## config.mk

```make
export PLATFORM = sky130hd
export DESIGN_NAME = sadc_host
export DESIGN_NICKNAME = d
export VERILOG_FILES = /design/src/rtl/sadc_pkg.sv /design/src/rtl/sadc_tick.sv /design/src/rtl/sadc_addr.sv /design/src/rtl/sadc_capture.sv /design/src/rtl/sadc_host.sv
export SDC_FILE = /design/constraint.sdc
export NUM_CORES = 1
export LEC_CHECK = 0
export BUFFER_PORTS_ARGS = -buffer_cell sky130_fd_sc_hd__buf_2
export CORE_ASPECT_RATIO = 0.7
export CORE_UTILIZATION = 45
export DETAILED_ROUTE_END_ITERATION = 12
export GPL_ROUTABILITY_DRIVEN = 0
export SYNTH_ARGS = -nofsm -noshare
export SYNTH_HDL_FRONTEND = slang
export SYNTH_SLANG_ARGS = --single-unit
```

## constraint.sdc

```tcl
create_clock -name clk -period 3.6 [get_ports clk]
set_input_delay 0.54 -clock clk [delete_from_list [all_inputs] [get_ports clk]]
set_output_delay 0.54 -clock clk [all_outputs]
set_load 0.05 [all_outputs]
```

## src/rtl/sadc_pkg.sv

```systemverilog
package sadc_pkg;

   typedef enum logic [1:0] {
      ST_IDLE = 2'd0,
      ST_LEAD = 2'd1,
      ST_RUN  = 2'd2
   } seq_st_e;

   // half periods spent deselected after a request is taken
   localparam int unsigned LEAD_HALVES = 2;

endpackage

```

## src/rtl/sadc_tick.sv

```systemverilog
module sadc_tick #(
   parameter int unsigned DIV_W = 8
) (
   input  logic             clk,
   input  logic             rst_n,
   input  logic             run,
   input  logic [DIV_W-1:0] half_period,
   output logic             tick
);

   logic [DIV_W-1:0] cnt_q;
   logic [DIV_W-1:0] lim;

   // zero is treated as a half period of one system clock
   assign lim  = (half_period == '0) ? '0 : half_period - 1'b1;
   assign tick = run && (cnt_q == lim);

   always_ff @(posedge clk or negedge rst_n) begin
      if (!rst_n)
         cnt_q <= '0;
      else if (!run || cnt_q == lim)
         cnt_q <= '0;
      else
         cnt_q <= cnt_q + 1'b1;
   end

   // half periods longer than one clock never tick back to back
   assert_tick_spacing_R3: assert property (@(posedge clk) disable iff (!rst_n)
      (tick && lim != '0 && $stable(half_period)) |=> !tick)
      else $error("tick spacing shorter than the half period");

endmodule

```

## src/rtl/sadc_addr.sv

```systemverilog
module sadc_addr #(
   parameter int unsigned CH_W = 3
) (
   input  logic [CH_W-1:0] ch,
   input  logic            diff,
   output logic [CH_W:0]   word
);

   // word: mode bit, odd/sign bit, then pair index MSB first
   generate
      if (CH_W == 1) begin : g_two
         assign word = {~diff, ch[0]};
      end else begin : g_many
         assign word = {~diff, ch[0], ch[CH_W-1:1]};
      end
   endgenerate

endmodule

```

## src/rtl/sadc_capture.sv

```systemverilog
module sadc_capture #(
   parameter int unsigned DATA_W = 8
) (
   input  logic              clk,
   input  logic              rst_n,
   input  logic              shift_en,
   input  logic              din,
   input  logic              commit,
   output logic [DATA_W-1:0] result
);

   localparam int unsigned CNT_W = $clog2(DATA_W + 1);

   logic [DATA_W-1:0] sh_q;
   logic [CNT_W-1:0]  n_q;

   always_ff @(posedge clk or negedge rst_n) begin
      if (!rst_n) begin
         sh_q   <= '0;
         n_q    <= '0;
         result <= '0;
      end else begin
         if (shift_en) begin
            sh_q <= {sh_q[DATA_W-2:0], din};
            n_q  <= n_q + 1'b1;
         end
         if (commit) begin
            result <= sh_q;
            n_q    <= '0;
         end
      end
   end

   // a result is only published after exactly DATA_W samples
   assert_commit_full_R7: assert property (@(posedge clk) disable iff (!rst_n)
      commit |-> (n_q == CNT_W'(DATA_W)))
      else $error("result committed with wrong sample count");

   // no sample beyond the data field (settle or extra cycles)
   assert_shift_bound_R6: assert property (@(posedge clk) disable iff (!rst_n)
      shift_en |-> (n_q < CNT_W'(DATA_W)))
      else $error("sample taken outside the data field");

endmodule

```

## src/rtl/sadc_host.sv

```systemverilog
module sadc_host #(
   parameter int unsigned NUM_CH = 8,
   parameter int unsigned DIV_W  = 8,
   parameter int unsigned DATA_W = 8
) (
   input  logic                       clk,
   input  logic                       rst_n,
   input  logic [DIV_W-1:0]           half_period,
   input  logic                       req_valid,
   input  logic [$clog2(NUM_CH)-1:0]  req_ch,
   input  logic                       req_diff,
   output logic                       busy,
   output logic                       done,
   output logic [DATA_W-1:0]          result,
   output logic                       adc_cs_n,
   output logic                       adc_sclk,
   output logic                       adc_di,
   input  logic                       adc_do
);
   import sadc_pkg::*;

   localparam int unsigned CH_W       = $clog2(NUM_CH);
   localparam int unsigned ADDR_W     = CH_W + 1;
   localparam int unsigned NTX        = ADDR_W + 1;
   localparam int unsigned FIRST_HALF = 2 * (NTX + 1) + 1;
   localparam int unsigned LAST_HALF  = 2 * (NTX + DATA_W) + 1;
   localparam int unsigned HI_W       = $clog2(LAST_HALF + 2);

   generate
      if (NUM_CH != 2 && NUM_CH != 4 && NUM_CH != 8) begin : g_bad_ch
         $error("NUM_CH must be 2, 4 or 8");
      end
      if (DATA_W < 2) begin : g_bad_data
         $error("DATA_W must be at least 2");
      end
      if (DIV_W < 1) begin : g_bad_div
         $error("DIV_W must be at least 1");
      end
   endgenerate

   seq_st_e          st_q;
   logic [HI_W-1:0]  hidx_q;
   logic [HI_W-1:0]  hnext;
   logic [ADDR_W-1:0] tx_q;
   logic [ADDR_W-1:0] word;
   logic             cs_n_q;
   logic             sclk_q;
   logic             di_q;
   logic             done_q;
   logic             tick;
   logic             last_half;
   logic             sample_en;
   logic             commit;

   sadc_addr #(.CH_W(CH_W)) u_addr (
      .ch   (req_ch),
      .diff (req_diff),
      .word (word)
   );

   sadc_tick #(.DIV_W(DIV_W)) u_tick (
      .clk         (clk),
      .rst_n       (rst_n),
      .run         (st_q != ST_IDLE),
      .half_period (half_period),
      .tick        (tick)
   );

   assign hnext     = hidx_q + 1'b1;
   assign last_half = (hidx_q == HI_W'(LAST_HALF));
   assign commit    = (st_q == ST_RUN) && tick && last_half;
   assign sample_en = (st_q == ST_RUN) && tick && !last_half && hnext[0]
                      && (hnext >= HI_W'(FIRST_HALF));

   sadc_capture #(.DATA_W(DATA_W)) u_cap (
      .clk      (clk),
      .rst_n    (rst_n),
      .shift_en (sample_en),
      .din      (adc_do),
      .commit   (commit),
      .result   (result)
   );

   always_ff @(posedge clk or negedge rst_n) begin
      if (!rst_n) begin
         st_q   <= ST_IDLE;
         hidx_q <= '0;
         tx_q   <= '0;
         cs_n_q <= 1'b1;
         sclk_q <= 1'b0;
         di_q   <= 1'b0;
         done_q <= 1'b0;
      end else begin
         done_q <= 1'b0;
         case (st_q)
            ST_IDLE: begin
               if (req_valid) begin
                  st_q   <= ST_LEAD;
                  hidx_q <= '0;
                  tx_q   <= word;
               end
            end
            ST_LEAD: begin
               if (tick) begin
                  if (hidx_q == HI_W'(LEAD_HALVES - 1)) begin
                     st_q   <= ST_RUN;
                     hidx_q <= '0;
                     cs_n_q <= 1'b0;
                     sclk_q <= 1'b0;
                     di_q   <= 1'b1;          // start bit
                  end else begin
                     hidx_q <= hnext;
                  end
               end
            end
            ST_RUN: begin
               if (tick) begin
                  if (last_half) begin
                     st_q   <= ST_IDLE;
                     hidx_q <= '0;
                     cs_n_q <= 1'b1;
                     sclk_q <= 1'b0;
                     di_q   <= 1'b0;
                     done_q <= 1'b1;
                  end else begin
                     hidx_q <= hnext;
                     if (hnext[0]) begin
                        sclk_q <= 1'b1;
                     end else begin
                        sclk_q <= 1'b0;
                        di_q   <= tx_q[ADDR_W-1];
                        tx_q   <= {tx_q[ADDR_W-2:0], 1'b0};
                     end
                  end
               end
            end
            default: st_q <= ST_IDLE;
         endcase
      end
   end

   assign busy     = (st_q != ST_IDLE);
   assign done     = done_q;
   assign adc_cs_n = cs_n_q;
   assign adc_sclk = sclk_q;
   assign adc_di   = di_q;

   // the select line is released only together with the result strobe
   assert_cs_release_R8: assert property (@(posedge clk) disable iff (!rst_n)
      $rose(adc_cs_n) |-> done)
      else $error("select released outside the end of a conversion");

   // the result strobe is a single cycle
   assert_done_pulse_R8: assert property (@(posedge clk) disable iff (!rst_n)
      done |=> !done)
      else $error("done wider than one cycle");

   // serial clock parked low while deselected
   assert_sclk_idle_R3: assert property (@(posedge clk) disable iff (!rst_n)
      adc_cs_n |-> !adc_sclk)
      else $error("serial clock high while deselected");

   // command line is set up before each rising edge
   assert_di_setup_R4: assert property (@(posedge clk) disable iff (!rst_n)
      $rose(adc_sclk) |-> $stable(adc_di))
      else $error("command line moved with the rising edge");

   // selection starts with the clock low and the start bit present
   assert_start_bit_R4: assert property (@(posedge clk) disable iff (!rst_n)
      $fell(adc_cs_n) |-> (adc_di && !adc_sclk))
      else $error("select fell without start bit set up");

   // an idle request is taken and the line stays deselected at first
   assert_accept_R2: assert property (@(posedge clk) disable iff (!rst_n)
      (!busy && req_valid) |=> (busy && adc_cs_n))
      else $error("idle request not taken");

   // a transaction only ever ends through the result strobe
   assert_busy_end_R9: assert property (@(posedge clk) disable iff (!rst_n)
      $fell(busy) |-> done)
      else $error("busy dropped without done");

endmodule

```

# Word-level counts from Yosys, hierarchy flattened
# Cells that the tools add are included.
[classes] order_cmp=1 muxes=37 mul=0 shifts=0 add_sub_neg=3 n_reduce_logical=21 n_eq_ne=13 n_div=0 bitwise_logic=1
[op_table] op="$mux W5" count=5
[op_table] op="$reduce_and A5 Y1" count=4
[op_table] op="$mux W4" count=4
[op_table] op="$mux W8" count=2
[op_table] op="$mux W1" count=15
[op_table] op="$pmux W5 S3" count=1
[op_table] op="$ne A2 B2 Y1 const B" count=7
[op_table] op="$mux W2" count=5
[op_table] op="$add A8 B1 Y8 const B" count=1
[op_table] op="$eq A8 B8 Y1" count=1
[op_table] op="$logic_not A8 Y1" count=1
[op_table] op="$pmux W4 S2" count=1
[op_table] op="$reduce_and A4 Y1" count=2
[op_table] op="$sub A8 B1 Y8 const B" count=1
[op_table] op="$logic_and A1 B1 Y1" count=6
[op_table] op="$pmux W1 S2" count=3
[op_table] op="$pmux W2 S3" count=1
[op_table] op="$reduce_bool A2 Y1" count=3
[op_table] op="$add A5 B1 Y5 const B" count=1
[op_table] op="$eq A5 B1 Y1 const B" count=1
[op_table] op="$eq A5 B5 Y1 const B" count=1
[op_table] op="$ge A5 B4 Y1 const B" count=1
[op_table] op="$ne A3 B3 Y1 const B" count=1
[op_table] op="$reduce_bool A3 Y1" count=1
[op_table] op="other kinds (6)" count=7
[word_totals] output_inout_bits=13 wordCells=86 latch_bits=0 ff_bits=39 mem_bits_rw=0 n_memories=0 romBits=0 input_bits=16

# Depth between registers and ports, before layout
[depth] word_depth=8 depth_mapped=11 mapped_depth_nobuf=9

# Cells and area by module
# A second synthesis with hierarchy kept.
[unflattened] hier_cells=241 hier_area_um2=2543.7
[by_module_without_submodules] mod="sadc_host" instances=1 seq_area_each_um2=376.6 cells_each=105 area_per_inst_um2=1038.5
[by_module_without_submodules] mod="sadc_tick" instances=1 seq_area_each_um2=200.2 cells_each=98 area_per_inst_um2=815.8
[by_module_without_submodules] mod="sadc_capture" instances=1 seq_area_each_um2=400.4 cells_each=34 area_per_inst_um2=663.1
[by_module_without_submodules] mod="sadc_addr" instances=1 seq_area_each_um2=0.0 cells_each=4 area_per_inst_um2=26.3

# Worst setup path before layout
# OpenSTA, ideal clock, no wires.
[synth_path] path_kind="input -> register" start="input port half_period[0]" end="register hidx_q[0]" setup_time_ps=125 stages=11 t_required_ps=3475 n_path_buf=2 slack_ps=438 t_arrival_ps=3037 cell_sequence="inv_1 -> ha_1 -> or4b_1 -> buf_2 -> or2_1 -> a311o_1 -> a32oi_4 -> nand3_4 -> buf_6 -> mux2_4 -> mux2_4"
[synth_between] elab_chain_cells=6 elab_cells_between_ends=8 cone_classes="1 x add/sub; 3 x eq/ne; 1 x mux; 3 x reduce/logical"
[synth_rtl] item="start: declaration" line="sadc_host.sv:8" text="input logic [DIV_W-1:0] half_period,"
[synth_rtl] item="$sub A8 B1 Y8 or $logic_not A8 Y1 (tied branches)" line="sadc_tick.sv:15" text="assign lim = (half_period == '0) ? '0 : half_period - 1'b1;"
[synth_rtl] item="$mux W8 *" line="sadc_tick.sv:15"
[synth_rtl] item="$eq A8 B8 Y1 *" line="sadc_tick.sv:16" text="assign tick = run && (cnt_q == lim);"
[synth_rtl] item="$logic_and A1 B1 Y1 *" line="sadc_tick.sv:16"
[synth_rtl] item="$ne A2 B2 Y1 (no line)"
[synth_rtl] item="$reduce_and A4 Y1 (no line) *"
[synth_rtl] item="end signal: assignment" line="sadc_host.sv:112" text="hidx_q <= hnext;"
[synth_rtl] item="end signal: assignment" line="sadc_host.sv:126" text="hidx_q <= hnext;"
[synth_rtl] item="end: declaration" line="sadc_host.sv:42" text="logic [HI_W-1:0] hidx_q;"
# Every way passes the cells marked *; elsewhere a longest branch is shown, timed or not.
# A chain may end at the register's enable or synchronous reset.

# Final worst setup path
[layout_path] start="input port half_period[0]" end="register tx_q[1]"
[layout_between] elab_chain_cells=6 elab_cells_between_ends=7 cone_classes="1 x add/sub; 2 x eq/ne; 1 x mux; 3 x reduce/logical"
[layout_rtl] item="$sub A8 B1 Y8 or $logic_not A8 Y1 (tied branches)" line="sadc_tick.sv:15"
[layout_rtl] item="$mux W8 *" line="sadc_tick.sv:15"
[layout_rtl] item="$eq A8 B8 Y1 *" line="sadc_tick.sv:16"
[layout_rtl] item="$logic_and A1 B1 Y1 *" line="sadc_tick.sv:16"
[layout_rtl] item="$ne A2 B2 Y1 (no line) *"
[layout_rtl] item="$reduce_and A5 Y1 (no line) *"
[layout_rtl] item="end signal: assignment" line="sadc_host.sv:100" text="tx_q <= word;"
[layout_rtl] item="end signal: assignment" line="sadc_host.sv:132" text="tx_q <= {tx_q[ADDR_W-2:0], 1'b0};"
[layout_rtl] item="end: declaration" line="sadc_host.sv:44" text="logic [ADDR_W-1:0] tx_q;"
# Marked as above.

==> results.cfg <==
[timing]
setup_tns_ns = 0
layout_min_cycle_time_ns = 3.19
fin_skew_ns = 0.00849
worst_pin_slew_ns = 0.854
hold_violations = 0
rsz0062_at_grt = no
final_max_slew_viol_count = 0
slew_headroom = 0.431
setup-violations-final = 0
fin_crit_sh = 0.886
fmax_mhz = 314

[synthesis]
netlist_area_um2 = 2370
synth_cell_types = 61
synth_commonest_cells = 38 x dfrtp_1, 16 x mux2_2, 15 x inv_1, 13 x nor2_1, 10 x o21ai_0
avgSynthCellArea_um2 = 10.6
synth_top_cell_area_share = 0.402
synth_top_cell_by_area = dfrtp_1
synth.area.top_cells = dfrtp_1 40%, mux2_2 7.6%, ha_1 4.8%
synth-seq-area-share = 0.413
synth_edf_count = 0
syn-num-nets = 248
ys_ff_latch = 39
synth_warnings = 0
synth.most_common_cell = dfrtp_1
synthCells = 223
synth_flop_cell = dfrtp_1
async_flop_share = 1.00

[worst_setup_path]
rrSetupSlack_ns = 1.05
worst_path_max_delay_cell = or4b_1
worstSetupPathType = input pin to flop
arrival_ns = 3.37
cp-start-kind = input pin
slowest_delay_ns = 0.58
critical_path.cell_chain = buf_2, inv_1, ha_1, or4b_1, or2_1, a311o_1, a32oi_4, nand3_4, or4_4, o221a_2
critPathTopFamily = simple AND/OR/NAND/NOR gates
endpoint_kind = flop
crit_buf_inv = 2
rr_endpoint = hidx_q[0]
reg2reg_depth = 7
rr_startpoint = u_tick.cnt_q[2]
crit_required_ns = 3.78
cp_num_cells = 10
cp_max_fo = 12

[floorplanning]
pin_count = 29
die-area_um2 = 5560
fp.dieH_um = 62.7
fp-row-count = 21
die_w_um = 88.7
initial_core_util = 0.482
core_um2 = 4910

[power]
powerDensity_nw_per_um2 = 490
finalPower_mw = 1.32
cellLeakagePower_nw = 1.23
peakVddDrop_mv = 0.290

[clocking]
cts_max_level = 2
clock-sinks = 39
clk_path_buf_depth = 2
root_buffer = clkbuf_8
path_clk_slew_ns = 0.08
hold_buffers = 0
clock_latency_ns = 0.29
tritoncts = done
cts_post_setup_buffers_inserted = 0
cts_resized = 0
cts_buffers = 5

[placement]
dp_hpwl_mm = 3.46
portBuffers = 28
place_area_um2 = 2580
placed_cells = 317

[drt]
drt_iter0_drc = 112
drt-vias-per-instance = 5.43
firstDrtPassIters = 4
wl_mm = 4.69
remaining_drc_errors = 0
antenna_left = 0
via_count = 1766
wl_per_cell_um = 14.4

[status]
status = completed

[cells_and_area]
area_growth_pct = 14.0
stdcell_count = 325
postLayoutCellArea_um2 = 2700
drive_gt1_frac = 0.293
diodes = 0
final_nets = 280
utilization = 0.549

[global_routing]
grt_max_degree = 40
antenna_found_initial = 0
grt_pass1_vias = 1664
busiest_layer = met1
gr-usage-met2 = 0.239
grtUsageMet1 = 0.320
grt_overflow = 0
track_usage = 0.189
met3_usage = 0.0476
grt_pass1_wl_mm = 8.18

[job]
drv_cap = 0

[worst_hold_path]
hold_class = input pin to asynchronous set/reset pin
[where the power goes]
group / internal [mW] / total (mW) / leakage [nW] / switching [mW]
registers: 0.487 / 0.547 / 0.520 / 0.0600
clock network: 0.206 / 0.359 / 0.0581 / 0.153
logic: 0.163 / 0.415 / 0.650 / 0.252
total: 0.856 / 1.32 / 1.23 / 0.465
[state kept, by name (all words and copies together), names as in the netlist]
| signal | flops |
|---|---|
| st_q | 2 |
| adc_di | 1 |
| adc_sclk | 1 |
| adc_cs_n | 1 |
| tx_q | 4 |
| hidx_q | 5 |
| u_tick.cnt_q | 8 |
| done | 1 |
| u_cap.sh_q | 8 |
| u_cap.result | 8 |
[area by class of cell]
type | count | area, µm²
Timing Repair Buffer | 31 | 163
Sequential cell | 39 | 977
Clock inverter | 3 | 43.8
Fill cell | 454 | 2220
Tap cell | 69 | 86.3
Clock buffer | 5 | 68.8
Multi-Input combinational cell | 163 | 1300
Inverter | 15 | 56.3
[worst max-delay path by stage]
stage | endpoint | from | slack, ns
after floorplan | hidx_q[0] | half_period[0] | 0.44
after global placement | tx_q[2] | half_period[0] | 0.17
after detailed placement | tx_q[3] | half_period[0] | 0.12
after CTS | tx_q[1] | half_period[0] | 0.42
after global routing | tx_q[3] | half_period[0] | 0.30
final | tx_q[1] | half_period[0] | 0.41
[worst reg2reg max path, delay by kind of cell (launching register included)]
family,cells,cell delay (ns)
muxes,2,0.54
DFF,1,0.50
AOI/OAI and AO/OA,3,0.59
and+or+nand+nor,2,0.82
[cell families (layout without fill, tap and decap cells)]
logic type               Yosys count  in the layout  synth area share
XOR/XNOR                           9              9            0.0333
buffers and inverters             21             54            0.0370
adder cells (fa/ha/maj)            9              9            0.0476
AO/OA/AOI/OAI                     48             48             0.162
AND/OR/NAND/NOR                   75             75             0.200
multiplexers                      22             22             0.106
flip-flops                        39             39             0.413
[metrics by stage]
step / hold WS [ns] / setup WS [ns]
finish: 0.361 / 0.411
global route: 0.435 / 0.301
CTS: 0.389 / 0.425
detailed placement: 0.484 / 0.116
global placement: 0.485 / 0.167
floorplan: 0.244 / 0.438
[cells in the final DEF (no fill, tap or decap), drive strengths merged, types with 3 or more instances in the layout]
cell / count
nand2b: 5
inv: 15
nand3: 8
a21oi: 4
nor2: 14
o211ai: 3
clkbuf: 5
or4: 3
or3: 7
o221a: 4
or2: 4
dfrtp: 38
mux2: 19
buf: 31
nand2: 9
xnor2: 4
o21ai: 10
nor3: 4
mux2i: 3
nor2b: 3
or4b: 3
o21a: 3
a211oi: 4
xor2: 5
o22ai: 4
ha: 9
and3: 5
[routing by layer]
layer / up-vias / wire [µm]
li1: 889 / -
met1: 838 / 2770
met2: 37 / 1750
met3: 2 / 142
met4: 0 / 19
met5: - / 0
No activity file was read; power rests on OpenSTA's default activity.
